## src/rtl/pic_pkg.sv

```systemverilog
package pic_pkg;

    localparam int unsigned BUS_W  = 32;
    localparam int unsigned ADDR_W = 8;

    localparam logic [ADDR_W-1:0] OFS_MODE     = 8'h00;
    localparam logic [ADDR_W-1:0] OFS_RISE_EN  = 8'h04;
    localparam logic [ADDR_W-1:0] OFS_RISE_SET = 8'h08;
    localparam logic [ADDR_W-1:0] OFS_RISE_CLR = 8'h0C;
    localparam logic [ADDR_W-1:0] OFS_FALL_EN  = 8'h10;
    localparam logic [ADDR_W-1:0] OFS_FALL_SET = 8'h14;
    localparam logic [ADDR_W-1:0] OFS_FALL_CLR = 8'h18;
    localparam logic [ADDR_W-1:0] OFS_RISE_LAT = 8'h1C;
    localparam logic [ADDR_W-1:0] OFS_FALL_LAT = 8'h20;
    localparam logic [ADDR_W-1:0] OFS_STATUS   = 8'h24;

    typedef enum logic [3:0] {
        SEL_MODE,
        SEL_RISE_EN,
        SEL_RISE_SET,
        SEL_RISE_CLR,
        SEL_FALL_EN,
        SEL_FALL_SET,
        SEL_FALL_CLR,
        SEL_RISE_LAT,
        SEL_FALL_LAT,
        SEL_STATUS,
        SEL_NONE
    } reg_sel_e;

    typedef struct packed {
        logic             we;
        reg_sel_e         sel;
        logic [BUS_W-1:0] data;
    } bus_cmd_t;

    function automatic reg_sel_e decode_addr(input logic [ADDR_W-1:0] a);
        reg_sel_e s;
        case (a)
            OFS_MODE:     s = SEL_MODE;
            OFS_RISE_EN:  s = SEL_RISE_EN;
            OFS_RISE_SET: s = SEL_RISE_SET;
            OFS_RISE_CLR: s = SEL_RISE_CLR;
            OFS_FALL_EN:  s = SEL_FALL_EN;
            OFS_FALL_SET: s = SEL_FALL_SET;
            OFS_FALL_CLR: s = SEL_FALL_CLR;
            OFS_RISE_LAT: s = SEL_RISE_LAT;
            OFS_FALL_LAT: s = SEL_FALL_LAT;
            OFS_STATUS:   s = SEL_STATUS;
            default:      s = SEL_NONE;
        endcase
        return s;
    endfunction

endpackage

```

## src/rtl/pic_sync.sv

```systemverilog
module pic_sync #(
    parameter int unsigned W      = 8,
    parameter int unsigned STAGES = 2
) (
    input  logic         clk,
    input  logic         rst,
    input  logic [W-1:0] din,
    output logic [W-1:0] dout
);
    logic [W-1:0] stg [STAGES];

    always_ff @(posedge clk) begin
        if (rst) begin
            for (int i = 0; i < STAGES; i++) stg[i] <= '0;
        end else begin
            stg[0] <= din;
            for (int i = 1; i < STAGES; i++) stg[i] <= stg[i-1];
        end
    end

    assign dout = stg[STAGES-1];
endmodule

```

## src/rtl/pic_edge_det.sv

```systemverilog
module pic_edge_det #(
    parameter int unsigned W = 8
) (
    input  logic         clk,
    input  logic         rst,
    input  logic [W-1:0] cur,
    output logic [W-1:0] rise,
    output logic [W-1:0] fall
);
    logic [W-1:0] prev_q;

    always_ff @(posedge clk) begin
        if (rst) prev_q <= '0;
        else     prev_q <= cur;
    end

    assign rise = cur & ~prev_q;
    assign fall = ~cur & prev_q;
endmodule

```

## src/rtl/pic_chan.sv

```systemverilog
module pic_chan (
    input  logic clk,
    input  logic rst,
    input  logic mode_lvl,
    input  logic en_a,
    input  logic en_b,
    input  logic pin,
    input  logic rise,
    input  logic fall,
    input  logic clr,
    output logic pend_q,
    output logic irq
);
    logic hit;
    logic lvl_act;

    assign hit     = (rise & en_a) | (fall & en_b);
    assign lvl_act = en_a & (en_b ? pin : ~pin);

    always_ff @(posedge clk) begin
        if (rst)           pend_q <= 1'b0;
        else if (mode_lvl) pend_q <= 1'b0;
        else               pend_q <= (pend_q & ~clr) | hit;
    end

    assign irq = mode_lvl ? lvl_act : pend_q;
endmodule

```

## src/rtl/pic_regs.sv

```systemverilog
module pic_regs
    import pic_pkg::*;
#(
    parameter int unsigned NCH = 8
) (
    input  logic             clk,
    input  logic             rst,
    input  bus_cmd_t         cmd,
    input  logic [NCH-1:0]   rise,
    input  logic [NCH-1:0]   fall,
    input  logic [NCH-1:0]   irq_view,
    output logic [NCH-1:0]   mode_q,
    output logic [NCH-1:0]   en_r_q,
    output logic [NCH-1:0]   en_f_q,
    output logic [NCH-1:0]   rlat_q,
    output logic [NCH-1:0]   flat_q,
    output logic [NCH-1:0]   st_clr,
    output logic [BUS_W-1:0] rd_data
);
    localparam int unsigned PAD = BUS_W - NCH;

    logic [NCH-1:0] wd;
    logic [NCH-1:0] rlat_clr;
    logic [NCH-1:0] flat_clr;

    assign wd       = cmd.data[NCH-1:0];
    assign rlat_clr = (cmd.we && cmd.sel == SEL_RISE_LAT) ? wd : '0;
    assign flat_clr = (cmd.we && cmd.sel == SEL_FALL_LAT) ? wd : '0;
    assign st_clr   = (cmd.we && cmd.sel == SEL_STATUS)   ? wd : '0;

    always_ff @(posedge clk) begin
        if (rst) begin
            mode_q <= '0;
            en_r_q <= '0;
            en_f_q <= '0;
        end else if (cmd.we) begin
            case (cmd.sel)
                SEL_MODE:     mode_q <= wd;
                SEL_RISE_EN:  en_r_q <= wd;
                SEL_RISE_SET: en_r_q <= en_r_q | wd;
                SEL_RISE_CLR: en_r_q <= en_r_q & ~wd;
                SEL_FALL_EN:  en_f_q <= wd;
                SEL_FALL_SET: en_f_q <= en_f_q | wd;
                SEL_FALL_CLR: en_f_q <= en_f_q & ~wd;
                default: ;
            endcase
        end
    end

    always_ff @(posedge clk) begin
        if (rst) begin
            rlat_q <= '0;
            flat_q <= '0;
        end else begin
            rlat_q <= (rlat_q & ~rlat_clr) | rise;
            flat_q <= (flat_q & ~flat_clr) | fall;
        end
    end

    always_comb begin
        logic [NCH-1:0] v;
        case (cmd.sel)
            SEL_MODE:     v = mode_q;
            SEL_RISE_EN:  v = en_r_q;
            SEL_FALL_EN:  v = en_f_q;
            SEL_RISE_LAT: v = rlat_q;
            SEL_FALL_LAT: v = flat_q;
            SEL_STATUS:   v = irq_view;
            default:      v = '0;
        endcase
        rd_data = {{PAD{1'b0}}, v};
    end
endmodule

```

## src/rtl/pin_irq_ctrl.sv

```systemverilog
module pin_irq_ctrl
    import pic_pkg::*;
#(
    parameter int unsigned NCH         = 8,
    parameter int unsigned SYNC_STAGES = 2
) (
    input  logic              clk,
    input  logic              rst,
    input  logic [NCH-1:0]    pin_i,
    input  logic              wr_en,
    input  logic [ADDR_W-1:0] addr,
    input  logic [BUS_W-1:0]  wr_data,
    output logic [BUS_W-1:0]  rd_data,
    output logic [NCH-1:0]    irq_o
);
    bus_cmd_t       cmd;
    logic [NCH-1:0] pin_s;
    logic [NCH-1:0] rise_p;
    logic [NCH-1:0] fall_p;
    logic [NCH-1:0] mode_q;
    logic [NCH-1:0] en_r_q;
    logic [NCH-1:0] en_f_q;
    logic [NCH-1:0] rlat_q;
    logic [NCH-1:0] flat_q;
    logic [NCH-1:0] st_clr;
    logic [NCH-1:0] sts_q;
    logic [NCH-1:0] irq_w;

    assign cmd.we   = wr_en;
    assign cmd.sel  = decode_addr(addr);
    assign cmd.data = wr_data;

    pic_sync #(.W(NCH), .STAGES(SYNC_STAGES)) u_sync (
        .clk  (clk),
        .rst  (rst),
        .din  (pin_i),
        .dout (pin_s)
    );

    pic_edge_det #(.W(NCH)) u_edge (
        .clk  (clk),
        .rst  (rst),
        .cur  (pin_s),
        .rise (rise_p),
        .fall (fall_p)
    );

    pic_regs #(.NCH(NCH)) u_regs (
        .clk      (clk),
        .rst      (rst),
        .cmd      (cmd),
        .rise     (rise_p),
        .fall     (fall_p),
        .irq_view (irq_w),
        .mode_q   (mode_q),
        .en_r_q   (en_r_q),
        .en_f_q   (en_f_q),
        .rlat_q   (rlat_q),
        .flat_q   (flat_q),
        .st_clr   (st_clr),
        .rd_data  (rd_data)
    );

    for (genvar n = 0; n < NCH; n++) begin : g_ch
        pic_chan u_ch (
            .clk      (clk),
            .rst      (rst),
            .mode_lvl (mode_q[n]),
            .en_a     (en_r_q[n]),
            .en_b     (en_f_q[n]),
            .pin      (pin_s[n]),
            .rise     (rise_p[n]),
            .fall     (fall_p[n]),
            .clr      (st_clr[n]),
            .pend_q   (sts_q[n]),
            .irq      (irq_w[n])
        );
    end

    assign irq_o = irq_w;
endmodule

```

## config.mk

```make
export PLATFORM = sky130hd
export DESIGN_NAME = pin_irq_ctrl
export DESIGN_NICKNAME = d
export VERILOG_FILES = /design/src/rtl/pic_pkg.sv /design/src/rtl/pic_sync.sv /design/src/rtl/pic_edge_det.sv /design/src/rtl/pic_chan.sv /design/src/rtl/pic_regs.sv /design/src/rtl/pin_irq_ctrl.sv
export SDC_FILE = /design/constraint.sdc
export NUM_CORES = 1
export LEC_CHECK = 0
export ABC_CLOCK_PERIOD_IN_PS = 4800
export CAP_MARGIN = 20
export CORE_ASPECT_RATIO = 0.75
export CORE_MARGIN = 4
export CORE_UTILIZATION = 52
export DETAILED_ROUTE_END_ITERATION = 16
export DONT_BUFFER_PORTS = 1
export PLACE_DENSITY = 0.78
export SKIP_CTS_REPAIR_TIMING = 1
export SLEW_MARGIN = 5
export SYNTH_ARGS = -nofsm -noshare
export SYNTH_HDL_FRONTEND = slang
export SYNTH_HIERARCHICAL = 1
export SYNTH_SLANG_ARGS = --single-unit
```

## constraint.sdc

```tcl
create_clock -name clk -period 4.8 [get_ports clk]
set_input_delay 0.72 -clock clk [delete_from_list [all_inputs] [get_ports clk]]
set_output_delay 0.72 -clock clk [all_outputs]
set_load 0.02 [all_outputs]
```

==> results of run 1 <==
## worst max-delay path, cell delays in order
cell and delay (ps):
nor4_4 310, nand2_1 290, nor2_1 690, buf_4 280, a32oi_1 60, o211ai_1 520
## flip-flops by register name, indices dropped and copies added, names as in the netlist
signal / cells
g_ch.u_ch/pend_q: 8
u_edge/prev_q: 8
u_regs/en_f_q: 8
u_regs/en_r_q: 8
u_regs/flat_q: 8
u_regs/mode_q: 8
u_regs/rlat_q: 8
u_sync/stg: 16
## metrics by stage
stage	hold WS [ps]	utilization	cell area [sq um]	setup WS [ps]
floorplan	414	-	3950	1770
global placement	417	0.534	3750	1290
detailed placement	423	0.534	3750	1240
CTS	414	0.572	4020	1230
global route	397	0.572	4020	1020
finish	427	0.572	4020	1200
## area by class of cell
cell class                      count  share of cell area
Timing Repair Buffer                7              0.0131
Multi-Input combinational cell    294               0.500
Inverter                           34              0.0317
Clock buffer                        9              0.0308
Tap cell                           98              0.0305
Clock inverter                      7              0.0355
Sequential cell                    72               0.358
## report_power, final
part	switching [mW]	internal, mW	leakage [nW]
clock network	0.231	0.399	0.134
registers	0.00739	0.611	0.586
logic	0.0437	0.0219	0.747
## cells by family (layout without fill, tap and decap cells)
logic type | after synthesis | count (layout)
muxes | 4 | 4
DFF | 72 | 72
buffers and inverters | 90 | 57
xor gates and xnor gates | 9 | 9
other | 1 | 24
AOI/OAI and AO/OA | 118 | 118
and+or+nand+nor | 139 | 139
## placed cells by master (no fill, tap or decap), drive strengths merged, types with 6 or more instances in the layout
cell type and count:
dfxtp 72, nor2b 37, inv 35, a21oi 25, nand3 25, conb 24
o21ai 21, a22oi 21, nand2b 19, nand2 18, a32o 16, nor3 11
clkbuf 9, xor2 8, o22ai 8, a211oi 8, o31ai 8, and3b 7
buf 7, and2b 6
## routing by layer
layer | routed length [um] | share of wire
met4 | 101 | 0.011
met3 | 1100 | 0.12
met5 | 0 | 0
met1 | 3790 | 0.42
met2 | 4120 | 0.45
## path summary, 6_finish.rpt
check	startpoint	to	slack, ps	depth (start not counted)
max	addr[1]	rd_data[2]	1200	6
min	rst	u_sync/stg[0][10]	430	1
max reg2reg	u_sync/stg[0][9]	g_ch[1].u_ch/pend_q	3750	3
min reg2reg	u_sync/stg[0][0]	u_sync/stg[0][8]	440	1
==> metrics.md, run 1 <==
| Metric | Value |
|---|---|
| Largest family of logic cells by synthesized area | `compound AO/OA/AOI/OAI gates` |
| CORE AREA | `7030 sq um` |
| GRT Util Overall | `0.211` |
| Pre-Repair DR Iteration Count | `5` |
| Antenna violations before repair | `0` |
| Post-Layout Cell Count | `between 500 and 600` |
| Grt ovf | `0` |
| Ant. Diodes | `0` |
| Main synth FF type | `dfxtp_1` |
| Inserted Clock Buffers | `9` |
| PD cells | `around 330 nW/um^2` |
| Clock Tree Buf Depth | `2` |
| Synthesis-stage register bit count | `between 70 and 80` |
| Layout cells sized above 1 | `0.165` |
| Drt drc | `0` |
| Placed insts | `505` |
| Synth cell types | `49` |
| First-pass GRT wire length | `14500 um` |
| Detailed-route via count | `3105` |
| Setup violators final | `0` |
| Crit share post-route | `0.750` |
| Endpoint class of the critical path | `output pin` |
| Area share of the largest cell type after synthesis | `0.373` |
| Drt wl/cell | `17.5 um` |
| Post-synthesis compound-gate area fraction | `0.232` |
| Final nets | `approximately 470` |
| Die Ht | `82.7 um` |
| Synth cell count leaders | `72 x dfxtp_1, 35 x buf_4, 34 x inv_1` |
| Synth area leaders | `dfxtp_1 37%, buf_4 6.8%, nor2b_1 4.9%` |
| Worst-Skew Late Latency | `350 ps` |
| RSZ-0062 raised after global routing | `false` |
| Hold crit path type | `input port to flip-flop` |
| Drt first-iter violations | `about 330` |
| Slew Viols, Final | `0` |
| Vias in the first global route | `2852` |
| Fraction of the mapped netlist area in adder cells | `0` |
| Worst slew pin tran | `1090 ps` |
| GRT met3 Usage | `0.0956` |
| Register area share after synthesis | `0.373` |
| Achievable Freq | `between 0.2 and 0.3 GHz` |
| Mux share of post-synthesis cell area | `0.0113` |
| Core Rows | `26` |
| Die footprint | `8890 sq um` |
| I/O pin count | `91` |
| Total Power | `about 1.3 mW` |
| Mapped cell area | `3860 sq um` |
| Most used routing layer | `met2` |
| Simple-gate share of the synthesized area | `0.232` |
| Relative slew slack | `0.260` |
| CTS tree | `built` |
| Met2 Resource Use GR | `0.329` |
| Asr flop ratio synth | `0` |
| Maxcap violations | `0` |
| Leak | `~1.5 nW` |
| Die width | `108 um` |
| Crit path DAT | `2880 ps` |
| Final Wtd Congestion | `around 0.86` |
| Crit path time final | `approximately 3600 ps` |
| Post-DRT Antenna Nets | `0` |
| Setup Crit Path Kind | `input port to output pin` |
| Synth Instances | `433` |
| Routing usage on met1 | `0.268` |
| Peak supply drop | `around 0.2 mV` |
| Largest net degree at the start of global routing | `60` |
| Clock sinks | `72` |
| Area growth syn-to-layout | `4.08%` |
| Status | `completed` |
| Starting Density | `0.550` |
| Port bufs | `0` |
| Detailed placement HPWL | `between 6000 and 7000 um` |
| Depth of the CTS H-tree | `3` |
| Yosys warns | `6` |
| Number of synthesized flops with an enable pin | `0` |
| DR vias/cell | `5.96` |
| Sequential cell area | `1440 sq um` |
| Total negative slack | `0 ps` |
| Type of origin of the critical path | `input port` |
| Area of the multi-input gates | `around 2000 sq um` |
| Post-synth top area cell | `dfxtp_1` |
| Total wire length | `9110 um` |
| Clock Tree Root | `clkbuf_8` |
| Synth Area in XOR/XNOR | `0.0204` |
| Fillers | `652` |
| Clock slew at reported path FFs | `80 ps` |
| Crit path max fanout | `10` |
| Final Hold Viols | `0` |
| CP Data Required Time | `4080 ps` |
| Cell with the most instances after synthesis | `dfxtp_1` |
| Worst Skew | `5.22 ps` |
| Post-Syn Area per Cell | `8.92 sq um` |
No activity file was read; power rests on OpenSTA's default activity.
==> run 2: changes to the inputs <==
- ABC_CLOCK_PERIOD_IN_PS: 4800 -> 3300
- PLACE_DENSITY: 0.78 -> 0.81
- clock period: 4.8 -> 3.3 ns (I/O delays scaled with it)
==> run 2 against run 1 <==
Compared with the run above:
- critical path depth unchanged
- first-iteration DRC count down 3.3%
- non-clock buffer count up 14
- count of clock-buffer cells in the layout up 3
- register-to-register slack worse by 1500 ps
- global-route usage up 0.44 points
- cell area up 1.7%
- sequential power up 45%
- critical endpoint is now rd_data[6]
==> metrics.md, run 2 (synthesis results as in run 1) <==
| Metric | Value |
|---|---|
| Clock sinks | `72` |
| Type of origin of the critical path | `input port` |
| Final Wtd Congestion | `0.872` |
| Post-DP Area | `between 3000 and 4000 sq um` |
| Drt wl/cell | `17.3 um` |
| Achievable Freq | `0.347 GHz` |
| Final Hold Viols | `0` |
| Crit share post-route | `0.873` |
| Pre-Repair DR Iteration Count | `6` |
| Detailed placement HPWL | `roughly 6300 um` |
| Grt ovf | `0` |
| Antenna violations before repair | `0` |
| Clock Tree Root | `clkbuf_8` |
| Core Rows | `26` |
| Ant. Diodes | `0` |
| CORE AREA | `7030 sq um` |
| CP Data Required Time | `2800 ps` |
| Vias in the first global route | `3059` |
| Peak supply drop | `0.287 mV` |
| Status | `completed` |
| Depth of the CTS H-tree | `3` |
| Psw | `0.400 mW` |
| Die Ht | `82.7 um` |
| PD cells | `438 nW/um^2` |
| Final nets | `483` |
| Clock Tree Buf Depth | `2` |
| Slew Viols, Final | `0` |
| Layout cells sized above 1 | `0.190` |
| RSZ-0062 raised after global routing | `false` |
| Sequential Power Share | `0.502` |
| Drt first-iter violations | `around 320` |
| Largest net degree at the start of global routing | `60` |
| Detailed-route via count | `3171` |
| Number of flip-flops in the largest register | `16` |
| Worst-Skew Late Latency | `340 ps` |
| Worst slew pin tran | `756 ps` |
| Post-DRT Antenna Nets | `0` |
| P_int | `1.39 mW` |
| Die footprint | `8890 sq um` |
| I/O pin count | `91` |
| Clock slew at reported path FFs | `70 ps` |
| Maxcap violations | `0` |
| Switching Fraction | `0.223` |
| Worst hold slack | `around 210 ps` |
| Endpoint class of the critical path | `output pin` |
| Leak | `1.52 nW` |
| Total negative slack | `0 ps` |
| Die width | `108 um` |
| Crit path max fanout | `14` |
| Port bufs | `0` |
| Leading cell type in the layout, fill and taps excluded | `dfxtp_1` |
| Total wire length | `between 9000 and 10000 um` |
| Setup violators final | `0` |
| Starting Density | `0.550` |
| Clock Power Share | `0.443` |
| Crit path time final | `2880 ps` |
| Relative slew slack | `0.496` |
| Total Power | `~1.8 mW` |
| Top reg by flops | `u_sync/stg` |
| Hold crit path type | `input port to flip-flop` |
| Area growth syn-to-layout | `5.89%` |
| Crit path DAT | `2390 ps` |
| CTS tree | `built` |
| Drt drc | `0` |
| DR vias/cell | `between 5 and 6` |
| Worst Skew | `roughly 2.6 ps` |
| Inserted Clock Buffers | `9` |
| GRT Util Overall | `0.215` |
| Most frequent cells in the layout | `72 x dfxtp_1, 34 x inv_1, 30 x nor2b_1` |
| Setup Crit Path Kind | `input port to output pin` |
| Logic gate share of total power | `0.055` |
| First-pass GRT wire length | `roughly 15000 um` |
| Design area | `between 4000 and 5000 sq um` |
==> run 2: critical path, cell delays in order <==
cell	delay (ps)
nor4_4	300
and3b_1	590
and4bb_1	400
a222oi_1	240
o21ai_0	160
buf_4	190
==> run 2: through the flow <==
step / cells / worst slack (ps) / utilization
detailed placement: 519 / 159 / 0.548
finish: 535 / 418 / 0.582
CTS: 535 / 144 / 0.581
global route: 535 / 259 / 0.582
global placement: 519 / 161 / 0.548
floorplan: 456 / 725 / -
==> run 2: power groups by stage <==
| stage | Clock [mW] | Sequential, mW | Combinational [mW] |
|---|---|---|---|
| 2_1_floorplan | 0 | 0.915 | 0.121 |
| 3_3_place_gp | 0 | 0.920 | 0.0929 |
| 3_5_place_dp | 0 | 0.921 | 0.0953 |
| 4_1_cts | 0.808 | 0.900 | 0.0959 |
| 5_1_grt | 0.853 | 0.903 | 0.108 |
| 6_report | 0.794 | 0.900 | 0.0978 |
==> run 2: cell type report <==
| type | count | area (sq um) |
|---|---|---|
| inverters | 34 | 128 |
| clock inverters | 4 | 76.3 |
| fillers | 616 | 2940 |
| flip-flops and latches | 72 | 1440 |
| multi-input cells | 294 | 2010 |
| clock buffers | 12 | 155 |
| well taps | 98 | 123 |
| repair buffers | 21 | 158 |
==> run 2: worst paths after layout <==
path	startpoint	to	slack, ps	depth (start not counted)
min	rst	u_sync/stg[0][10]	210	1
max	addr[1]	rd_data[6]	420	6
min reg2reg	u_sync/stg[0][0]	u_sync/stg[0][8]	440	1
max reg2reg	u_sync/stg[0][10]	g_ch[2].u_ch/pend_q	2250	3
==> run 2: per-layer routing <==
layer	share of wire	global-route usage
met5	0	0
met4	0.014	0.0656
met3	0.13	0.0870
met2	0.45	0.329
met1	0.41	0.281
